<file path="config.mk">
export PLATFORM = sky130hd
export DESIGN_NAME = smb_idx_slave
export DESIGN_NICKNAME = d
export VERILOG_FILES = /design/src/rtl/smbx_pkg.sv /design/src/rtl/smbx_line_sync.sv /design/src/rtl/smbx_regfile.sv /design/src/rtl/smb_idx_slave.sv
export SDC_FILE = /design/constraint.sdc
export NUM_CORES = 1
export LEC_CHECK = 0
export ABC_CLOCK_PERIOD_IN_PS = 4000
export BUFFER_PORTS_ARGS = -buffer_cell sky130_fd_sc_hd__buf_2
export CAP_MARGIN = 15
export CORE_MARGIN = 10
export CORE_UTILIZATION = 62
export CTS_CLUSTER_DIAMETER = 120
export DETAILED_ROUTE_END_ITERATION = 12
export GPL_TIMING_DRIVEN = 0
export PLACE_DENSITY = 0.92
export SYNTH_ARGS = -nofsm -noshare
export SYNTH_HDL_FRONTEND = slang
export SYNTH_SLANG_ARGS = --single-unit
</file>
<file path="constraint.sdc">
create_clock -name clk -period 4 [get_ports clk]
set_input_delay 0.4 -clock clk [delete_from_list [all_inputs] [get_ports clk]]
set_output_delay 0.4 -clock clk [all_outputs]
set_load 0.1 [all_outputs]
</file>
<file path="src/rtl/smbx_pkg.sv">
`timescale 1ns/1ps
package smbx_pkg;

    typedef enum logic [3:0] {
        ST_IDLE,
        ST_ADDR,
        ST_ADDR_ACK,
        ST_INDEX,
        ST_INDEX_ACK,
        ST_COUNT,
        ST_COUNT_ACK,
        ST_WDATA,
        ST_WDATA_ACK,
        ST_RDATA,
        ST_RACK,
        ST_WAIT
    } smbx_state_e;

    // bus events after synchronisation, all single-cycle except scl/sda levels
    typedef struct packed {
        logic scl;
        logic sda;
        logic scl_rise;
        logic scl_fall;
        logic start;
        logic stop;
    } smbx_evt_t;

endpackage

</file>
<file path="src/rtl/smbx_line_sync.sv">
`timescale 1ns/1ps
module smbx_line_sync
    import smbx_pkg::*;
#(
    parameter int SYNC_STAGES = 2
) (
    input  logic      clk,
    input  logic      rst_n,
    input  logic      scl_in,
    input  logic      sda_in,
    output smbx_evt_t evt
);

    localparam int MSB = SYNC_STAGES - 1;

    logic [SYNC_STAGES-1:0] scl_pipe;
    logic [SYNC_STAGES-1:0] sda_pipe;
    logic                   scl_d;
    logic                   sda_d;

    always_ff @(posedge clk or negedge rst_n) begin
        if (!rst_n) begin
            scl_pipe <= '1;
            sda_pipe <= '1;
            scl_d    <= 1'b1;
            sda_d    <= 1'b1;
        end else begin
            scl_pipe <= {scl_pipe[SYNC_STAGES-2:0], scl_in};
            sda_pipe <= {sda_pipe[SYNC_STAGES-2:0], sda_in};
            scl_d    <= scl_pipe[MSB];
            sda_d    <= sda_pipe[MSB];
        end
    end

    always_comb begin
        evt.scl      = scl_pipe[MSB];
        evt.sda      = sda_pipe[MSB];
        evt.scl_rise = scl_pipe[MSB] & ~scl_d;
        evt.scl_fall = ~scl_pipe[MSB] & scl_d;
        evt.start    = scl_pipe[MSB] & scl_d & sda_d & ~sda_pipe[MSB];
        evt.stop     = scl_pipe[MSB] & scl_d & ~sda_d & sda_pipe[MSB];
    end

endmodule

</file>
<file path="src/rtl/smbx_regfile.sv">
`timescale 1ns/1ps
module smbx_regfile #(
    parameter int NREG  = 16,
    parameter int IDX_W = 4
) (
    input  logic              clk,
    input  logic              rst_n,
    input  logic              we,
    input  logic [IDX_W-1:0]  waddr,
    input  logic [7:0]        wdata,
    output logic [NREG*8-1:0] bytes_o
);

    for (genvar g = 0; g < NREG; g++) begin : g_reg
        logic [7:0] q;

        always_ff @(posedge clk or negedge rst_n) begin
            if (!rst_n) begin
                q <= 8'h00;
            end else if (we && (waddr == IDX_W'(g))) begin
                q <= wdata;
            end
        end

        assign bytes_o[g*8 +: 8] = q;
    end

endmodule

</file>
<file path="src/rtl/smb_idx_slave.sv">
`timescale 1ns/1ps
module smb_idx_slave
    import smbx_pkg::*;
#(
    parameter logic [6:0] ADDR7       = 7'h6E,
    parameter int         NREG        = 16,
    parameter int         COUNT_IDX   = 8,
    parameter int         SYNC_STAGES = 2
) (
    input  logic              clk,
    input  logic              rst_n,
    input  logic              scl_in,
    input  logic              sda_in,
    output logic              sda_pull,
    output logic [NREG*8-1:0] cfg_bytes
);

    localparam int         IDX_W   = $clog2(NREG);
    localparam logic [7:0] WR_ADDR = {ADDR7, 1'b0};
    localparam logic [7:0] RD_ADDR = {ADDR7, 1'b1};
    localparam int         CNT_LSB = COUNT_IDX * 8;

    smbx_evt_t   evt;
    smbx_state_e state_q;
    smbx_state_e state_d;

    logic [3:0]       bitcnt_q;
    logic [7:0]       rx_q;
    logic [7:0]       tx_q;
    logic [IDX_W-1:0] ptr_q;
    logic [7:0]       left_q;
    logic             rd_mode_q;
    logic             host_ack_q;

    logic             byte_full;
    logic             counting;
    logic             reg_we;
    logic [7:0]       rd_byte;
    logic [7:0]       cnt_byte;

    smbx_line_sync #(.SYNC_STAGES(SYNC_STAGES)) u_sync (
        .clk    (clk),
        .rst_n  (rst_n),
        .scl_in (scl_in),
        .sda_in (sda_in),
        .evt    (evt)
    );

    smbx_regfile #(.NREG(NREG), .IDX_W(IDX_W)) u_regs (
        .clk     (clk),
        .rst_n   (rst_n),
        .we      (reg_we),
        .waddr   (ptr_q),
        .wdata   (rx_q),
        .bytes_o (cfg_bytes)
    );

    assign byte_full = (bitcnt_q == 4'd8);
    assign counting  = (state_q == ST_ADDR)  || (state_q == ST_INDEX) ||
                       (state_q == ST_COUNT) || (state_q == ST_WDATA) ||
                       (state_q == ST_RDATA);
    assign rd_byte   = cfg_bytes[{ptr_q, 3'b000} +: 8];
    assign cnt_byte  = cfg_bytes[CNT_LSB +: 8];
    assign reg_we    = (state_q == ST_WDATA) && (state_d == ST_WDATA_ACK);

    // next-state logic
    always_comb begin
        state_d = state_q;
        if (evt.start) begin
            state_d = ST_ADDR;
        end else if (evt.stop) begin
            state_d = ST_IDLE;
        end else if (evt.scl_fall) begin
            unique case (state_q)
                ST_IDLE:      state_d = ST_IDLE;
                ST_WAIT:      state_d = ST_WAIT;
                ST_ADDR: begin
                    if (byte_full) begin
                        state_d = ((rx_q == WR_ADDR) || (rx_q == RD_ADDR)) ? ST_ADDR_ACK : ST_WAIT;
                    end
                end
                ST_ADDR_ACK:  state_d = rd_mode_q ? ST_RDATA : ST_INDEX;
                ST_INDEX:     if (byte_full) state_d = ST_INDEX_ACK;
                ST_INDEX_ACK: state_d = ST_COUNT;
                ST_COUNT:     if (byte_full) state_d = ST_COUNT_ACK;
                ST_COUNT_ACK: state_d = ST_WDATA;
                ST_WDATA: begin
                    if (byte_full) begin
                        state_d = (left_q != 8'd0) ? ST_WDATA_ACK : ST_WAIT;
                    end
                end
                ST_WDATA_ACK: state_d = ST_WDATA;
                ST_RDATA:     if (byte_full) state_d = ST_RACK;
                ST_RACK:      state_d = host_ack_q ? ST_RDATA : ST_WAIT;
                default:      state_d = ST_IDLE;
            endcase
        end
    end

    // state register
    always_ff @(posedge clk or negedge rst_n) begin
        if (!rst_n) begin
            state_q <= ST_IDLE;
        end else begin
            state_q <= state_d;
        end
    end

    // datapath registers
    always_ff @(posedge clk or negedge rst_n) begin
        if (!rst_n) begin
            bitcnt_q   <= 4'd0;
            rx_q       <= 8'h00;
            tx_q       <= 8'hFF;
            ptr_q      <= '0;
            left_q     <= 8'd0;
            rd_mode_q  <= 1'b0;
            host_ack_q <= 1'b0;
        end else begin
            if (evt.start || evt.stop || (state_d != state_q)) begin
                bitcnt_q <= 4'd0;
            end else if (evt.scl_rise && counting && !byte_full) begin
                rx_q     <= {rx_q[6:0], evt.sda};
                bitcnt_q <= bitcnt_q + 4'd1;
            end

            if ((state_q == ST_RACK) && evt.scl_rise) begin
                host_ack_q <= ~evt.sda;
            end

            if ((state_q == ST_RDATA) && (state_d == ST_RDATA) && evt.scl_fall) begin
                tx_q <= {tx_q[6:0], 1'b1};
            end

            if ((state_q == ST_ADDR) && (state_d == ST_ADDR_ACK)) begin
                rd_mode_q <= rx_q[0];
            end

            if ((state_q == ST_ADDR_ACK) && (state_d == ST_RDATA)) begin
                tx_q <= cnt_byte;
            end

            if ((state_q == ST_INDEX) && (state_d == ST_INDEX_ACK)) begin
                ptr_q <= rx_q[IDX_W-1:0];
            end

            if ((state_q == ST_COUNT) && (state_d == ST_COUNT_ACK)) begin
                left_q <= rx_q;
            end

            if (reg_we) begin
                ptr_q  <= ptr_q + 1'b1;
                left_q <= left_q - 8'd1;
            end

            if ((state_q == ST_RACK) && (state_d == ST_RDATA)) begin
                tx_q  <= rd_byte;
                ptr_q <= ptr_q + 1'b1;
            end
        end
    end

    // outputs
    always_comb begin
        unique case (state_q)
            ST_ADDR_ACK, ST_INDEX_ACK, ST_COUNT_ACK, ST_WDATA_ACK: sda_pull = 1'b1;
            ST_RDATA: sda_pull = ~tx_q[7];
            default:  sda_pull = 1'b0;
        endcase
    end

    AST_START_TO_ADDR: assert property (@(posedge clk) disable iff (!rst_n)
        evt.start |=> (state_q == ST_ADDR));

    AST_STOP_RELEASES: assert property (@(posedge clk) disable iff (!rst_n)
        evt.stop |=> ((state_q == ST_IDLE) && !sda_pull));

    AST_DRIVE_SCL_LOW: assert property (@(posedge clk) disable iff (!rst_n)
        (sda_pull != $past(sda_pull)) |-> !$past(evt.scl));

    AST_REG_ON_ACK: assert property (@(posedge clk) disable iff (!rst_n)
        !$stable(cfg_bytes) |-> (state_q == ST_WDATA_ACK));

    AST_PTR_STEP: assert property (@(posedge clk) disable iff (!rst_n)
        (ptr_q != $past(ptr_q)) |->
            ((ptr_q == IDX_W'($past(ptr_q) + 1'b1)) || (state_q == ST_INDEX_ACK)));

endmodule

</file>
Word level (Yosys, flattened, before mapping)
Index checks and enable logic that the tools add are counted.

cells by class
  add/sub/neg operators = 3
  multipliers = 0
  div/mod/pow operators = 0
  order comparisons = 0
  eq/ne operators = 35
  shift-type cells = 1
  multiplexer cells = 24
  bitwise logic cells = 13
  reduce and logical (&&, ||, !) cells = 44

operators by type and width
  kind                                                                count
  128-bit by 8-bit indexed part select with 8-bit output              1
  4-bit == test, second input constant                                15
  4-bit two-way mux                                                   15
  4-bit by 3-bit == test with 1-bit output, second input constant     10
  8-bit two-way mux                                                   5
  4-bit one-hot mux with 10 select lines                              1
  1-bit logical AND                                                   27
  4-bit by 2-bit == test with 1-bit output, second input constant     5
  8-bit == test, second input constant                                2
  4-bit by 1-bit adder with 4-bit output, second input constant       2
  4-bit by 1-bit == test with 1-bit output, second input constant     2
  8-bit nonzero test                                                  1
  8-bit by 1-bit subtractor with 8-bit output, second input constant  1
  1-bit bitwise AND                                                   7
  1-bit logical OR                                                    7
  1-bit NOT                                                           6
  3-bit nonzero test                                                  2
  4-bit logical NOT                                                   1
  2-bit two-way mux                                                   2
  4-bit != test                                                       1
  2-bit nonzero test                                                  2
  4-bit OR reduction                                                  1
  1-bit one-hot mux with 2 select lines                               1
  2-bit AND reduction                                                 1
  2 further kinds                                                     2

word-level totals
  bits in registers = 172
  latch bits = 0
  RAM bits = 0
  memory bits (read-only) = 0
  bits of input ports = 4
  memories kept = 0

Logic depth before layout (Yosys ltp)
  depth in word-level cells = 14
  depth in mapped cells = 9

Modules after synthesis
A second synthesis with hierarchy kept.

unflattened totals
  cell total of the unflattened synthesis = 621
  area total of the unflattened synthesis = 8533.2 um^2

modules (own cells, without submodules)
  module          times used  cells each  area each (um^2)  seq. area each (um^2)
  smbx_regfile    1           294         4914.7            3203.1
  smb_idx_slave   1           315         3413.3            960.9
  smbx_line_sync  1           12          205.2             157.7

Worst setup path before layout
OpenSTA, ideal clock, no wires.

  path kind = reg2out
  start = register state_q[1]
  end = output port sda_pull
  data arrival time = 3.039 ns
  setup slack = 0.561 ns
  stages on the path, launching flop included = 5
  path buffers = 2
  cells stage by stage = dfrtp_1 > clkbuf_1 > buf_2 > nor2_1 > o31ai_1

on the way
  cells in the longest elaborated chain, start to end = 3
  elaborated cells on any way between the ends = 7
  classes of those cells = 5 x eq/ne; 1 x mux; 1 x reduce/logical

RTL lines
  what                                                              RTL line              source
  from (decl)                                                       smb_idx_slave.sv:24   smbx_state_e state_q;
  from (signal assigned)                                            smb_idx_slave.sv:105  state_q <= state_d;
  4-bit by 2-bit == test with 1-bit output (tied with other cells)  smb_idx_slave.sv:165  unique case (state_q)
  4-bit OR reduction                                                smb_idx_slave.sv:165
  1-bit one-hot mux with 2 select lines *                           smb_idx_slave.sv:165
  to (decl)                                                         smb_idx_slave.sv:14   output logic sda_pull,

Mark *: on every way between the ends. The rest lies on a longest branch, timed or not.

Worst setup path after layout
  start = register ptr_q[0]
  end = register tx_q[4]

on the way
  cells in the longest elaborated chain, start to end = 2

RTL lines
  what                                                    RTL line              source
  from (decl)                                             smb_idx_slave.sv:30   logic [IDX_W-1:0] ptr_q;
  from (signal assigned)                                  smb_idx_slave.sv:144  ptr_q <= rx_q[IDX_W-1:0];
  from (signal assigned)                                  smb_idx_slave.sv:152  ptr_q <= ptr_q + 1'b1;
  from (signal assigned)                                  smb_idx_slave.sv:158  ptr_q <= ptr_q + 1'b1;
  128-bit by 8-bit indexed part select with 8-bit output  smb_idx_slave.sv:62   assign rd_byte = cfg_bytes[{ptr_q, 3'b000} +: 8];
  8-bit two-way mux                                       smb_idx_slave.sv:156  if ((state_q == ST_RACK) && (state_d == ST_RDATA)) begin
  to (signal assigned)                                    smb_idx_slave.sv:132  tx_q <= {tx_q[6:0], 1'b1};
  to (signal assigned)                                    smb_idx_slave.sv:140  tx_q <= cnt_byte;
  to (signal assigned)                                    smb_idx_slave.sv:157  tx_q <= rd_byte;
  to (decl)                                               smb_idx_slave.sv:29   logic [7:0] tx_q;

Every way passes these cells.
A chain may end at the register's enable or synchronous reset.

==> results.py <==
metrics = {
    "clocking": {
        "cts_tree": "yes",
        "cts_htree_levels": 4,
        "cts-resized-gates": 0,
        "cts_buffers": 17,
        "clock_latency_ps": 440,
        "clock_path_buffers": 2,
        "cts_root_buf": "clkbuf_16",
        "clock_sinks": 172,
        "postCtsSetupRepairBufs": 0,
        "clk_pin_slew_ps": 70,
    },
    "layout": {
        "multi_input_area_mm2": 0.00408,
        "area_growth_pct": 17.7,
        "final_cell_mix": "dfrtp_1 (158), buf_2 (141), mux2_2 (99), mux4_2 (40), mux2_1 (36)",
        "regArea_mm2": 0.00432,
        "mostFrequentLayoutCell": "dfrtp_1",
        "fin_util_pct": 73.9,
        "drive_gt1_share_pct": 44.7,
        "diodes": 0,
        "fin_nets": 797,
        "fillerInstances": 817,
    },
    "route": {
        "routed_via_density": 6.89,
        "finalWirelength_mm": 27.6,
        "drcViolationCount": 0,
        "vias": 6741,
        "first_pass_iters": 8,
        "drtIter0Drc": 851,
        "post_drt_wl_per_cell_um": 28.1,
        "final_antenna_net_count": 0,
    },
    "critical_path": {
        "rrSetupSlack_ps": 800,
        "critPathTopFamily": "buffers and inverters",
        "cp-end-kind": "flop",
        "crit_chain": "clkbuf_1 -> buf_1 -> mux4_2 -> mux4_2 -> nor2_1 -> o31ai_1",
        "slowest_delay_ps": 710,
        "critPathMaxFanout": 10,
        "worstSetupPathType": "flop to flop",
        "start_kind": "flop",
        "r2r_start": "ptr_q[0]$_DFFE_PN0P_",
        "crit_buf_inv": 2,
        "crit_top_cell": "mux4_2",
        "critPathArrivalTime_ps": 3540,
        "rr_endpoint": "tx_q[4]$_DFFE_PN1P_",
        "slowest_stage": "buf_1",
        "r2r_cells": 6,
        "required_ps": 4340,
    },
    "placement": {
        "port_buffers": 132,
        "dpl.hpwl_mm": 18.5,
        "place_congestion": 0.909,
    },
    "timing": {
        "worst_slew_pin_slew_ps": 1020,
        "fin_crit_sh_pct": 80.1,
        "tns_ps": 0,
        "finalCriticalPeriod_ps": 3200,
        "timing_hold_violations_final": 0,
        "rsz0062_at_grt": "no",
        "setup_viol": 0,
        "final_max_slew_viol_count": 0,
        "timing.fmax_mhz": 312,
        "hold_ws_ps": 64.4,
        "fin_skew_ps": 13.9,
        "relSlewSlack_pct": 31.6,
    },
    "floorplan": {
        "io_pins": 133,
        "die_h_um": 138,
        "fp.dieW_um": 138,
        "start_util_pct": 62.8,
        "rows": 43,
        "die_area_mm2": 0.0191,
        "coreArea_mm2": 0.0138,
    },
    "synthesis": {
        "syn_nets": 642,
        "synth_cell_types": 69,
        "synthCells": 631,
        "synth_seq_area_share_pct": 50.0,
        "async_flop_share_pct": 100,
        "yosysWarningCount": 0,
        "synth.avg_cell_area_um2": 13.7,
        "synth-seq-cells": 172,
        "ys.flop_type": "dfrtp_1",
        "syn-cell-area_mm2": 0.00865,
        "synth-edff-count": 0,
    },
    "hold_path": {
        "hold_class": "primary input to flop",
        "whs_endpoint": "u_sync.scl_pipe[0]$_DFF_PN1_",
        "min_path_cells": 1,
        "hold_start": "scl_in",
    },
    "global_routing": {
        "grt_pass1_wl_mm": 42.9,
        "antenna_found_initial": 0,
        "grt_start_max_net_pins": 93,
        "grt-ovfl-total": 0,
        "gr-usage-all-layers_pct": 28.4,
        "grt_pass1_vias": 7040,
    },
    "status": {
        "outcome": "completed",
    },
    "pwr": {
        "powerDensity_mw_per_mm2": 512,
        "leakagePower_nw": 5.08,
        "p_total_w": 0.00521,
        "vdd.ir_drop.worst_v": 0.000303,
    },
    "job": {
        "cap_violations": 0,
    },
}
[worst max path at each step]
stage	endpoint	depth (start not counted)	start	slack, ps
after floorplan	sda_pull	4	state_q[1]$_DFF_PN0_	560
after global placement	u_regs.g_reg[15].q[1]$_DFFE_PN0P_	1	rst_n	80
after detailed placement	tx_q[4]$_DFFE_PN1P_	6	ptr_q[0]$_DFFE_PN0P_	910
after CTS	tx_q[4]$_DFFE_PN1P_	6	ptr_q[0]$_DFFE_PN0P_	830
after global routing	tx_q[5]$_DFFE_PN1P_	6	ptr_q[0]$_DFFE_PN0P_	660
final	tx_q[4]$_DFFE_PN1P_	6	ptr_q[0]$_DFFE_PN0P_	800
[timing repair]
action	4_1_cts	5_1_grt
setup endpoints to repair	0	0
hold buffers	1	0
endpoints found under the hold margin	80	0
[through the flow]
stage,setup WS [ps],area [um^2],instances
2_1_floorplan,561,8650,631
3_3_place_gp,79.1,9530,943
3_5_place_dp,914,9570,944
4_1_cts,835,10200,977
5_1_grt,661,10200,979
6_report,797,10200,979
[area by class of cell]
class	count	share of cell area, %
well taps	180	2.21
flip-flops and latches	172	42.5
repair buffers	136	7.06
inverters	14	0.516
clock inverters	14	1.44
multi-input cells	399	40.1
clock buffers	18	4.32
plain buffers	46	1.92
[routing by layer]
| layer | routed length, um | GRT usage (%) |
|---|---|---|
| met5 | 0 | 0 |
| met4 | 1450 | 14.6 |
| met3 | 2920 | 7.95 |
| met2 | 13400 | 46.2 |
| met1 | 9790 | 33.7 |
[worst register-to-register path: stages (launching register included)]
cell and delay [ps]:
dfrtp_1 380, clkbuf_1 600, buf_1 710, mux4_2 670, mux4_2 520, nor2_1 130
o31ai_1 90
[cells in the mapped netlist, types with 3 or more instances]
cell      number  share of area (%)
dfstp_2       14                4.3
nand4_1        5               0.36
and2_1         8               0.58
clkbuf_1      29                1.3
dfrtp_1      158                 46
nand3_4       11                2.2
o211ai_1       4               0.35
a211oi_1       8               0.69
nor2b_1        7               0.51
mux4_2        40                 10
nor3_1        10               0.58
or4b_1         3               0.35
a21boi_0       9               0.78
buf_2          9               0.52
o21ai_0       14               0.81
nand2b_1       7               0.51
o31ai_1       11               0.96
a21o_1         4               0.35
nor3b_1        3               0.26
mux2_1        36                4.7
nor4_1         4               0.29
ha_1           7                1.0
nor2_1        18               0.78
nand3_1        5               0.29
nand4_2        3               0.43
o221a_2        3               0.39
nand4b_1       3               0.30
a21oi_1        7               0.41
xnor2_1        3               0.30
mux2_2        99                 13
nand2_1       23                1.0
inv_1         14               0.61
buf_1          6               0.26
[sequential cells by signal, summed over array words and instances, names as in the netlist, 2 cells and up]
signal           flops
left_q               8
u_regs.g.q         128
tx_q                 8
state_q              4
rx_q                 8
ptr_q                4
u_sync.scl_pipe      2
bitcnt_q             4
u_sync.sda_pipe      2
[kinds of logic after synthesis]
family                   after synthesis  share of synthesized area, %
multiplexers                         177                          28.2
AO/OA/AOI/OAI                         86                          7.44
AND/OR/NAND/NOR                      124                          9.96
flip-flops                           172                          50.0
buffers and inverters                 60                          2.87
adder cells (fa/ha/maj)                7                          1.01
XOR/XNOR                               5                         0.507
[power by group]
part	switching (W)	internal [W]	total (W)
Sequential	0.0000989	0.00189	0.00199
Clock	0.000784	0.000901	0.00168
Combinational	0.00106	0.000474	0.00154
Note: power is estimated with default switching activity, not from simulation.
